[src/rtl/fifo_hf_pkg.sv]
package fifo_hf_pkg;

    localparam int unsigned WORD_W = 9;

    // Occupancy regions used by the flag state machine.
    typedef enum logic [1:0] {
        ST_EMPTY = 2'd0,
        ST_LOWER = 2'd1,
        ST_UPPER = 2'd2,
        ST_FULL  = 2'd3
    } occ_state_e;

    // Region that a given occupancy belongs to (used on rewind).
    function automatic occ_state_e region_of(input int unsigned occ,
                                             input int unsigned depth);
        occ_state_e r;
        if (occ == 0)
            r = ST_EMPTY;
        else if (occ <= depth / 2)
            r = ST_LOWER;
        else if (occ < depth)
            r = ST_UPPER;
        else
            r = ST_FULL;
        return r;
    endfunction

endpackage

[src/rtl/fifo_hf_store.sv]
module fifo_hf_store
    import fifo_hf_pkg::*;
#(
    parameter int unsigned DEPTH = 16,
    localparam int unsigned AW   = $clog2(DEPTH)
) (
    input  logic              clk,
    input  logic              rst_n,
    input  logic              we_i,
    input  logic [AW-1:0]     waddr_i,
    input  logic [WORD_W-1:0] wdata_i,
    input  logic              re_i,
    input  logic [AW-1:0]     raddr_i,
    output logic [WORD_W-1:0] rdata_o,
    output logic              rvalid_o
);

    logic [WORD_W-1:0] mem_q [DEPTH];

    always_ff @(posedge clk) begin
        if (we_i)
            mem_q[waddr_i] <= wdata_i;
    end

    always_ff @(posedge clk or negedge rst_n) begin
        if (!rst_n) begin
            rdata_o  <= '0;
            rvalid_o <= 1'b0;
        end else begin
            rvalid_o <= re_i;
            if (re_i)
                rdata_o <= mem_q[raddr_i];
        end
    end

endmodule

[src/rtl/fifo_hf_ptrs.sv]
module fifo_hf_ptrs #(
    parameter int unsigned DEPTH = 16,
    localparam int unsigned AW   = $clog2(DEPTH),
    localparam int unsigned CW   = $clog2(DEPTH) + 1
) (
    input  logic          clk,
    input  logic          rst_n,
    input  logic          wr_acc_i,
    input  logic          rd_acc_i,
    input  logic          rewind_i,
    output logic [AW-1:0] waddr_o,
    output logic [AW-1:0] raddr_o,
    output logic [CW-1:0] occ_o,
    output logic [CW-1:0] wsum_o
);

    localparam logic [CW-1:0] DEPTH_C = CW'(DEPTH);

    // Write address: advances only on an accepted write.
    always_ff @(posedge clk or negedge rst_n) begin
        if (!rst_n)
            waddr_o <= '0;
        else if (wr_acc_i)
            waddr_o <= waddr_o + 1'b1;
    end

    // Read address: rewinds to physical location zero on replay.
    always_ff @(posedge clk or negedge rst_n) begin
        if (!rst_n)
            raddr_o <= '0;
        else if (rewind_i)
            raddr_o <= '0;
        else if (rd_acc_i)
            raddr_o <= raddr_o + 1'b1;
    end

    // Writes since reset, saturated at the depth.
    always_ff @(posedge clk or negedge rst_n) begin
        if (!rst_n)
            wsum_o <= '0;
        else if (wr_acc_i && (wsum_o != DEPTH_C))
            wsum_o <= wsum_o + 1'b1;
    end

    // Occupancy: distance from read address to write address.
    always_ff @(posedge clk or negedge rst_n) begin
        if (!rst_n)
            occ_o <= '0;
        else if (rewind_i)
            occ_o <= wsum_o;
        else begin
            unique case ({wr_acc_i, rd_acc_i})
                2'b10:   occ_o <= occ_o + 1'b1;
                2'b01:   occ_o <= occ_o - 1'b1;
                default: occ_o <= occ_o;
            endcase
        end
    end

    // replay sets occupancy to the saturated write count
    p_rewind_occ_r9: assert property (@(posedge clk) disable iff (!rst_n)
        rewind_i |=> (occ_o == $past(wsum_o)));

    // saturated write count never exceeds the depth
    p_wsum_bound_r9: assert property (@(posedge clk) disable iff (!rst_n)
        (wsum_o <= DEPTH_C));

endmodule

[src/rtl/fifo_hf_flagfsm.sv]
module fifo_hf_flagfsm
    import fifo_hf_pkg::*;
#(
    parameter int unsigned DEPTH = 16,
    localparam int unsigned CW   = $clog2(DEPTH) + 1,
    localparam int unsigned HALF = DEPTH / 2
) (
    input  logic          clk,
    input  logic          rst_n,
    input  logic [CW-1:0] occ_i,
    input  logic [CW-1:0] wsum_i,
    input  logic          wr_acc_i,
    input  logic          rd_acc_i,
    input  logic          rewind_i,
    output logic          room_o,
    output logic          avail_o,
    output logic          empty_n,
    output logic          half_n,
    output logic          full_n
);

    localparam logic [CW-1:0] ONE_C   = CW'(1);
    localparam logic [CW-1:0] HALF_C  = CW'(HALF);
    localparam logic [CW-1:0] HALF1_C = CW'(HALF + 1);
    localparam logic [CW-1:0] TOP_C   = CW'(DEPTH - 1);
    localparam logic [CW-1:0] DEPTH_C = CW'(DEPTH);

    occ_state_e state_q, state_d;

    logic lone_wr, lone_rd;
    assign lone_wr = wr_acc_i && !rd_acc_i;
    assign lone_rd = rd_acc_i && !wr_acc_i;

    // State register
    always_ff @(posedge clk or negedge rst_n) begin
        if (!rst_n)
            state_q <= ST_EMPTY;
        else
            state_q <= state_d;
    end

    // Next-state logic
    always_comb begin
        state_d = state_q;
        if (rewind_i) begin
            state_d = region_of(int'(wsum_i), DEPTH);           // rewind
        end else begin
            unique case (state_q)
                ST_EMPTY: if (wr_acc_i) state_d = ST_LOWER;    // fill
                ST_LOWER: begin
                    if (lone_wr && occ_i == HALF_C)
                        state_d = ST_UPPER;                    // rise
                    else if (lone_rd && occ_i == ONE_C)
                        state_d = ST_EMPTY;                    // drain
                end
                ST_UPPER: begin
                    if (lone_wr && occ_i == TOP_C)
                        state_d = ST_FULL;                     // top-off
                    else if (lone_rd && occ_i == HALF1_C)
                        state_d = ST_LOWER;                    // fall
                end
                ST_FULL:  if (rd_acc_i) state_d = ST_UPPER;    // drain-from-full
            endcase
        end
    end

    // Output decode
    always_comb begin
        unique case (state_q)
            ST_EMPTY: begin empty_n = 1'b0; half_n = 1'b1; full_n = 1'b1; end
            ST_LOWER: begin empty_n = 1'b1; half_n = 1'b1; full_n = 1'b1; end
            ST_UPPER: begin empty_n = 1'b1; half_n = 1'b0; full_n = 1'b1; end
            ST_FULL:  begin empty_n = 1'b1; half_n = 1'b0; full_n = 1'b0; end
        endcase
        room_o  = full_n;
        avail_o = empty_n;
    end

    // empty state tracks zero occupancy
    p_empty_match_r7: assert property (@(posedge clk) disable iff (!rst_n)
        (state_q == ST_EMPTY) == (occ_i == '0));

    // upper region tracks occupancy above half and below full
    p_upper_match_r6: assert property (@(posedge clk) disable iff (!rst_n)
        (state_q == ST_UPPER) == ((occ_i > HALF_C) && (occ_i < DEPTH_C)));

    // full state tracks occupancy at depth
    p_full_match_r5: assert property (@(posedge clk) disable iff (!rst_n)
        (state_q == ST_FULL) == (occ_i == DEPTH_C));

endmodule

[src/rtl/fifo_hf_top.sv]
module fifo_hf_top
    import fifo_hf_pkg::*;
#(
    parameter int unsigned DEPTH = 16,
    localparam int unsigned AW   = $clog2(DEPTH),
    localparam int unsigned CW   = $clog2(DEPTH) + 1
) (
    input  logic        clk,
    input  logic        rst_n,
    input  logic        wr_n,
    input  logic [8:0]  wdata,
    input  logic        rd_n,
    output logic [8:0]  rdata,
    output logic        rvalid,
    input  logic        replay_n,
    output logic        empty_n,
    output logic        half_n,
    output logic        full_n
);

    logic          room, avail;
    logic          wr_acc, rd_acc, rewind;
    logic [AW-1:0] waddr, raddr;
    logic [CW-1:0] occ, wsum;

    assign wr_acc = !wr_n && room;
    assign rd_acc = !rd_n && avail;
    assign rewind = !replay_n && wr_n && rd_n;

    fifo_hf_ptrs #(.DEPTH(DEPTH)) u_ptrs (
        .clk      (clk),
        .rst_n    (rst_n),
        .wr_acc_i (wr_acc),
        .rd_acc_i (rd_acc),
        .rewind_i (rewind),
        .waddr_o  (waddr),
        .raddr_o  (raddr),
        .occ_o    (occ),
        .wsum_o   (wsum)
    );

    fifo_hf_flagfsm #(.DEPTH(DEPTH)) u_fsm (
        .clk      (clk),
        .rst_n    (rst_n),
        .occ_i    (occ),
        .wsum_i   (wsum),
        .wr_acc_i (wr_acc),
        .rd_acc_i (rd_acc),
        .rewind_i (rewind),
        .room_o   (room),
        .avail_o  (avail),
        .empty_n  (empty_n),
        .half_n   (half_n),
        .full_n   (full_n)
    );

    fifo_hf_store #(.DEPTH(DEPTH)) u_store (
        .clk      (clk),
        .rst_n    (rst_n),
        .we_i     (wr_acc),
        .waddr_i  (waddr),
        .wdata_i  (wdata),
        .re_i     (rd_acc),
        .raddr_i  (raddr),
        .rdata_o  (rdata),
        .rvalid_o (rvalid)
    );

    // a read while data is stored yields valid data next cycle
    p_read_valid_r2: assert property (@(posedge clk) disable iff (!rst_n)
        (!rd_n && empty_n) |=> rvalid);

    // write while full leaves the write address alone
    p_no_overflow_r3: assert property (@(posedge clk) disable iff (!rst_n)
        (!full_n && !wr_n) |=> $stable(waddr));

    // read while empty gives no data and keeps the read address
    p_no_underflow_r4: assert property (@(posedge clk) disable iff (!rst_n)
        (!empty_n && !rd_n) |=> (!rvalid && $stable(raddr)));

    // accepted replay rewinds the read address to location 0
    p_rewind_zero_r8: assert property (@(posedge clk) disable iff (!rst_n)
        (!replay_n && wr_n && rd_n) |=> (raddr == '0));

    // replay during an active read does not block the read
    p_replay_ignored_r11: assert property (@(posedge clk) disable iff (!rst_n)
        (!replay_n && !rd_n && empty_n) |=> rvalid);

endmodule

[config.mk]
export PLATFORM = sky130hd
export DESIGN_NAME = fifo_hf_top
export DESIGN_NICKNAME = d
export VERILOG_FILES = /design/src/rtl/fifo_hf_pkg.sv /design/src/rtl/fifo_hf_store.sv /design/src/rtl/fifo_hf_ptrs.sv /design/src/rtl/fifo_hf_flagfsm.sv /design/src/rtl/fifo_hf_top.sv
export SDC_FILE = /design/constraint.sdc
export NUM_CORES = 1
export LEC_CHECK = 0
export ABC_AREA = 1
export CORE_UTILIZATION = 61
export DETAILED_ROUTE_END_ITERATION = 7
export DONT_BUFFER_PORTS = 1
export GPL_TIMING_DRIVEN = 0
export HOLD_SLACK_MARGIN = 0.1
export PLACE_DENSITY = 0.75
export SYNTH_ARGS = -nofsm -noshare
export SYNTH_HDL_FRONTEND = slang
export SYNTH_SLANG_ARGS = --single-unit
[constraint.sdc]
create_clock -name clk -period 3.2 [get_ports clk]
set_input_delay 0.64 -clock clk [delete_from_list [all_inputs] [get_ports clk]]
set_output_delay 0.64 -clock clk [all_outputs]
set_load 0.02 [all_outputs]
# ---- Yosys cells after proc, flatten, opt, wreduce, memory -nomap -nowiden
# Memories as Yosys holds them, arrays and structs flattened. A register that Yosys moved wholly into a read port is not among the register bits.
# Cells that the tools add are included.
dict set report totals {
  ff_bits 21
  ramBits 144
  in_bits 14
  out_inout_bits 13
  elab_cells 74
  n_memories 1
}
dict set report classes {
  addsub 5
  magnitude_cmp 2
  eq_ne 14
  muxes 20
  n_reduce_logical 26
}
# memory words word_bits rd rd_ports_with_merged_regs write_ports line
set memory_table {}
lappend memory_table {u_store.mem_q 16 9 1 1 1 fifo_hf_store.sv:18} ;# logic [WORD_W-1:0] mem_q [DEPTH];
# operator count
set ops {}
lappend ops {{two-way mux 2 bit} 9}
lappend ops {{equality test 5 x 4 -> 1 bit (second input constant)} 3}
lappend ops {{logical AND 1 bit} 11}
lappend ops {{adder 5 x 1 -> 5 bit (second input constant)} 2}
lappend ops {{one-hot mux 5 bit (2 select lines)} 1}
lappend ops {{adder 4 x 1 -> 4 bit (second input constant)} 2}
lappend ops {{two-way mux 4 bit} 2}
lappend ops {{inequality test 4 x 2 -> 1 bit (second input constant)} 2}
lappend ops {{one-hot mux 2 bit (4 select lines)} 1}
lappend ops {{equality test 2 bit (second input constant)} 3}
lappend ops {{zero test 1 bit} 6}
lappend ops {{inequality test 3 x 2 -> 1 bit (second input constant)} 2}
lappend ops {{one-hot mux 1 bit (2 select lines)} 3}
lappend ops {{OR reduction 3 bit} 2}
lappend ops {{equality test 5 x 1 -> 1 bit (second input constant)} 1}
lappend ops {{<= comparator 5 x 4 -> 1 bit (second input constant)} 1}
lappend ops {{zero test 5 bit} 1}
lappend ops {{less-than comparator 5 bit (second input constant)} 1}
lappend ops {{two-way mux 5 bit} 1}
lappend ops {{inequality test 5 bit (second input constant)} 1}
lappend ops {{subtractor 5 x 1 -> 5 bit (second input constant)} 1}
lappend ops {{equality test 2 x 1 -> 1 bit (second input constant)} 2}
lappend ops {{AND reduction 4 bit} 1}
lappend ops {{OR reduction 2 bit} 2}
lappend ops {{other kinds (4)} 6}

# ---- Depth between registers and ports, before layout
dict set report depth {
  ltp_word 11
  depth_mapped 12
  mapped_depth_nobuf 10
}

# ---- Hierarchy
# Synthesis repeated with hierarchy kept, for this count alone.
dict set report hier_totals {
  cells_unflattened 741
  area_unflattened_um2 7658.6
}
# module instances cells_per_inst area_each_um2 seq_area_each_um2
set modules_own_cells {}
lappend modules_own_cells {fifo_hf_store 1 539 6238.5 4574.4}
lappend modules_own_cells {fifo_hf_ptrs 1 131 1048.5 450.4}
lappend modules_own_cells {fifo_hf_flagfsm 1 65 346.6 50.0}
lappend modules_own_cells {fifo_hf_top 1 6 25.0 0.0}

# ---- Worst setup path after synthesis
# OpenSTA, ideal clock, no wires.
dict set report synth_timing {
  path_kind {input to register}
  from {in wr_n}
  to {mem u_store.mem_q[11][0], enable pin}
  setup_time_ns 0.374
  t_arrival_ns 1.517
  t_required_ns 2.826
  slack_ns 1.309
  path_stages 6
  path_cell_list {inv_1 -> nand2_2 -> inv_2 -> buf_6 -> nand2_1 -> nor2_1}
}
dict set report synth_via {
  elab_chain_len 4
}
# element line
set synth_rtl {}
lappend synth_rtl {{from (decl)} fifo_hf_top.sv:10} ;# input logic wr_n,
lappend synth_rtl {{zero test 1 bit} fifo_hf_top.sv:26} ;# assign wr_acc = !wr_n && room;
lappend synth_rtl {{logical AND 1 bit} fifo_hf_top.sv:26}
lappend synth_rtl {{two-way mux 1 bit} fifo_hf_store.sv:21} ;# if (we_i)
lappend synth_rtl {{two-way mux 1 bit (not written as such)} fifo_hf_store.sv:22} ;# mem_q[waddr_i] <= wdata_i;
lappend synth_rtl {{to (decl)} fifo_hf_store.sv:18}
# No other way between the ends.

# ---- Final worst setup path
dict set report layout_timing {
  from {reg u_fsm.state_q[1]}
  to {mem u_store.mem_q[14][0], enable pin}
}
dict set report layout_via {
  elab_chain_len 6
  word_cells_on_any_way 9
  classes_between {eq/ne: 3; mux: 3; reduce/logical: 3}
}
# element line
set layout_rtl {}
lappend layout_rtl {{from (decl)} fifo_hf_flagfsm.sv:28} ;# occ_state_e state_q, state_d;
lappend layout_rtl {{from (signal assigned)} fifo_hf_flagfsm.sv:39} ;# state_q <= state_d;
lappend layout_rtl {{equality test 2 x 1 -> 1 bit (tied with other cells)} fifo_hf_flagfsm.sv:69} ;# unique case (state_q)
lappend layout_rtl {{OR reduction 3 bit (no line)} --}
lappend layout_rtl {{one-hot mux 1 bit (2 select lines) *} fifo_hf_flagfsm.sv:69}
lappend layout_rtl {{named net full_n} fifo_hf_top.sv:18} ;# output logic full_n
lappend layout_rtl {{logical AND 1 bit *} fifo_hf_top.sv:26}
lappend layout_rtl {{two-way mux 1 bit *} fifo_hf_store.sv:21}
lappend layout_rtl {{two-way mux 1 bit (not written as such) *} fifo_hf_store.sv:22}
# Mark *: on every way through the listed nets, which the timed path passes. The rest lies on a longest branch.

==> impl_metrics.py <==
metrics = {
    "run_status": {
        "status": "finished, final reports clean",
    },
    "floorplan": {
        "start_util": 0.629,
        "die_h_microns": 114,
        "die_width_microns": 114,
        "num_rows": 40,
        "die-area_sq_um": 12900,
        "io_pins": 27,
        "core_sq_um": 12100,
    },
    "pwr": {
        "switching_share": 0.380,
        "clkPwrFrac": 0.262,
        "p_int_mw": 4.72,
        "pwr-share-comb": 0.329,
        "p_switching_mw": 2.89,
        "p_per_area_nw_per_um2": 903,
        "p_leak_nw": 3.37,
        "worst_ir_drop_vdd_mv": 0.512,
        "power_frac_seq": 0.409,
    },
    "synthesis": {
        "synthesis.area_sq_um": 7610,
        "synth_seq_area_share": 0.666,
        "synth_top_cell_by_area": "edfxtp_1",
        "synth.avg_cell_area_sq_um": 10.4,
        "synth_warnings": 0,
        "synth.area.top_cells": "edfxtp_1, dfrtp_1, nand2_1, nor2_1, o21ai_0",
        "synthArstFlopShare": 0.172,
        "synth_common_cells": "nand2_1, edfxtp_1, nor2_1, o21ai_0, inv_1",
        "synth_top_area_frac": 0.568,
        "syn-num-nets": 760,
        "netlist_instances": 735,
        "synth-seq-cells": 174,
        "synth.most_common_cell": "nand2_1",
        "synth_ff_type": "edfxtp_1",
        "synth_edf_count": 144,
        "yosysUniqueCellTypes": 26,
    },
    "detailed_routing": {
        "num_vias": 5133,
        "viasPerCell": 5.48,
        "route.detailed.drc": 0,
        "dr.pass1.iters": 6,
        "totalWireLength_microns": 17400,
        "postRouteAntennaNets": 0,
        "routedWlPerCell_microns": 18.6,
        "drt_iter0_markers": 506,
    },
    "grt": {
        "grt_pass1_vias": 4999,
        "use_met2": 0.452,
        "grt_pass1_wl_microns": 26600,
        "grtUsageMet3": 0.0675,
        "use_met1": 0.394,
        "grt_usage": 0.289,
        "grt_max_degree": 31,
        "grt_overflow": 0,
        "busiest_layer": "met2",
        "antenna_found_initial": 0,
    },
    "setup_path": {
        "critPathRequiredTime_ns": 3.26,
        "worstSetupPathType": "reg2reg",
        "r2r-end": "u_store.mem_q[14][0]",
        "crit_fanout": 10,
        "startpoint": "u_fsm.state_q[1]",
        "arrival_ns": 2.39,
        "r2r_start": "u_fsm.state_q[1]",
        "ff2ff_path_depth": 7,
        "end_kind": "register",
        "start_kind": "register",
        "rrSetupSlack_ns": 0.86,
    },
    "final_layout": {
        "drive_gt1_frac": 0.0663,
        "fin_nets": 781,
        "instances_no_fill": 937,
        "fillers": 935,
        "diodes": 0,
        "area_growth_pct": 10.7,
    },
    "timing": {
        "tightest_slew_ns": 0.947,
        "rsz0062_at_grt": "no",
        "setup_viol": 0,
        "finalCriticalPeriod_ns": 2.34,
        "hold_viol_final": 0,
        "max_slew_margin": 0.366,
        "skew_ns": 0.00452,
        "setup_tns_ns": 0,
        "clock.fmax_ghz": 0.428,
        "layout_setup_ws_ns": 0.864,
        "drv_slew": 0,
        "post-route-period-util": 0.730,
    },
    "cts": {
        "cts_made_buffers": 17,
        "clockRootBuffer": "clkbuf_16",
        "cts-htree-levels": 4,
        "cts_resized": 0,
        "cts_tree": "done",
        "ctsHoldBuffers": 2,
        "cts.sinks": 174,
        "clk_latency_ns": 0.44,
        "path_clk_slew_ns": 0.06,
        "post-cts-setup-buffers": 0,
        "clockBufferDepth": 2,
    },
    "place": {
        "io_buffer_count": 0,
        "dp_hpwl_microns": 11800,
        "dp.cells": 903,
        "gp_congestion": 0.875,
        "dp_slack_ns": 0.859,
    },
    "min_path": {
        "hold_end": "u_store.mem_q[2][6]",
        "min_path_cells": 0,
        "min_path_type": "in2reg",
        "min-delay-start": "wdata[6]",
    },
    "job": {
        "cap_viol_max_count": 0,
    },
}
==> cells in the final DEF (no fill, tap or decap), drive strengths merged, types with 18 or more instances in the layout <==
cell type,instances
buf,18
clkbuf,35
edfxtp,144
dfrtp,30
inv,59
o21ai,58
o211ai,19
nand2,201
nand3,41
nor2,116
==> layer usage <==
metal | share of wire | vias up
met4 | 0.021 | 0
met2 | 0.48 | 162
met3 | 0.074 | 31
met5 | 0 | -
met1 | 0.43 | 2452
li1 | - | 2488
==> per-stage QoR <==
| step | power, mW | hold WS, ns | utilization | cell area [sq um] |
|---|---|---|---|---|
| finish | 7.61 | 0.298 | 0.696 | 8430 |
| global route | 8.02 | 0.288 | 0.696 | 8430 |
| CTS | 7.60 | 0.292 | 0.696 | 8430 |
| detailed placement | 5.61 | 0.345 | 0.646 | 7830 |
| global placement | 5.53 | 0.345 | 0.646 | 7830 |
| floorplan | 4.85 | 0.344 | - | 7610 |
==> flip-flops by register name, summed over array words and instances, names as in the netlist <==
signal / flops
u_ptrs.wsum_o: 5
u_ptrs.raddr_o: 4
u_store.rvalid_o: 1
u_ptrs.waddr_o: 4
u_fsm.state_q: 2
u_ptrs.occ_o: 5
u_store.mem_q: 144
u_store.rdata_o: 9
==> critical path, stage by stage, from the launching register on <==
cell	delay, ns
dfrtp_1	0.37
buf_2	0.18
nand2_2	0.16
nand2_2	0.11
inv_2	0.09
buf_6	0.14
nand2_1	0.15
nor2_1	0.76
==> cell families (layout without fill, tap and decap cells) <==
group | after synthesis | after routing | share of synthesized area
XOR/XNOR | 11 | 11 | 0.0127
AO/OA/AOI/OAI | 88 | 88 | 0.0659
buffers and inverters | 90 | 124 | 0.0473
AND/OR/NAND/NOR | 361 | 361 | 0.190
adder cells (fa/ha/maj) | 11 | 11 | 0.0181
flip-flops | 174 | 174 | 0.666
==> worst max-delay path by stage <==
stage                                      end  slack, ns  cells past startpoint
final                     u_store.mem_q[14][0]       0.86                      7
after global routing      u_store.mem_q[15][2]       0.73                      7
after CTS                 u_store.mem_q[14][0]       0.86                      7
after detailed placement  u_store.mem_q[14][6]       0.86                      6
after global placement    u_store.mem_q[15][2]       0.85                      6
after floorplan           u_store.mem_q[11][0]       1.31                      6
==> final cells by class <==
class                      instances  area, sq um  share of cell area
buffer                            33          146              0.0174
inverter                          57          214              0.0254
sequential                       174         5070               0.602
clock inverter                    13          140              0.0166
tap                              168          210              0.0249
timing repair buffer               2         30.0             0.00356
clock buffer                      19          433              0.0514
multi-input combinational        471         2180               0.259
==> power by group through the flow <==
stage	sequential (mW)	clock, mW	combinational [mW]
2_1_floorplan	3.09	0	1.76
3_5_place_dp	3.15	0	2.46
3_3_place_gp	3.14	0	2.40
6_report	3.11	2.00	2.50
4_1_cts	3.11	2.00	2.49
5_1_grt	3.14	2.08	2.80
(Power assumes the default switching activity.)
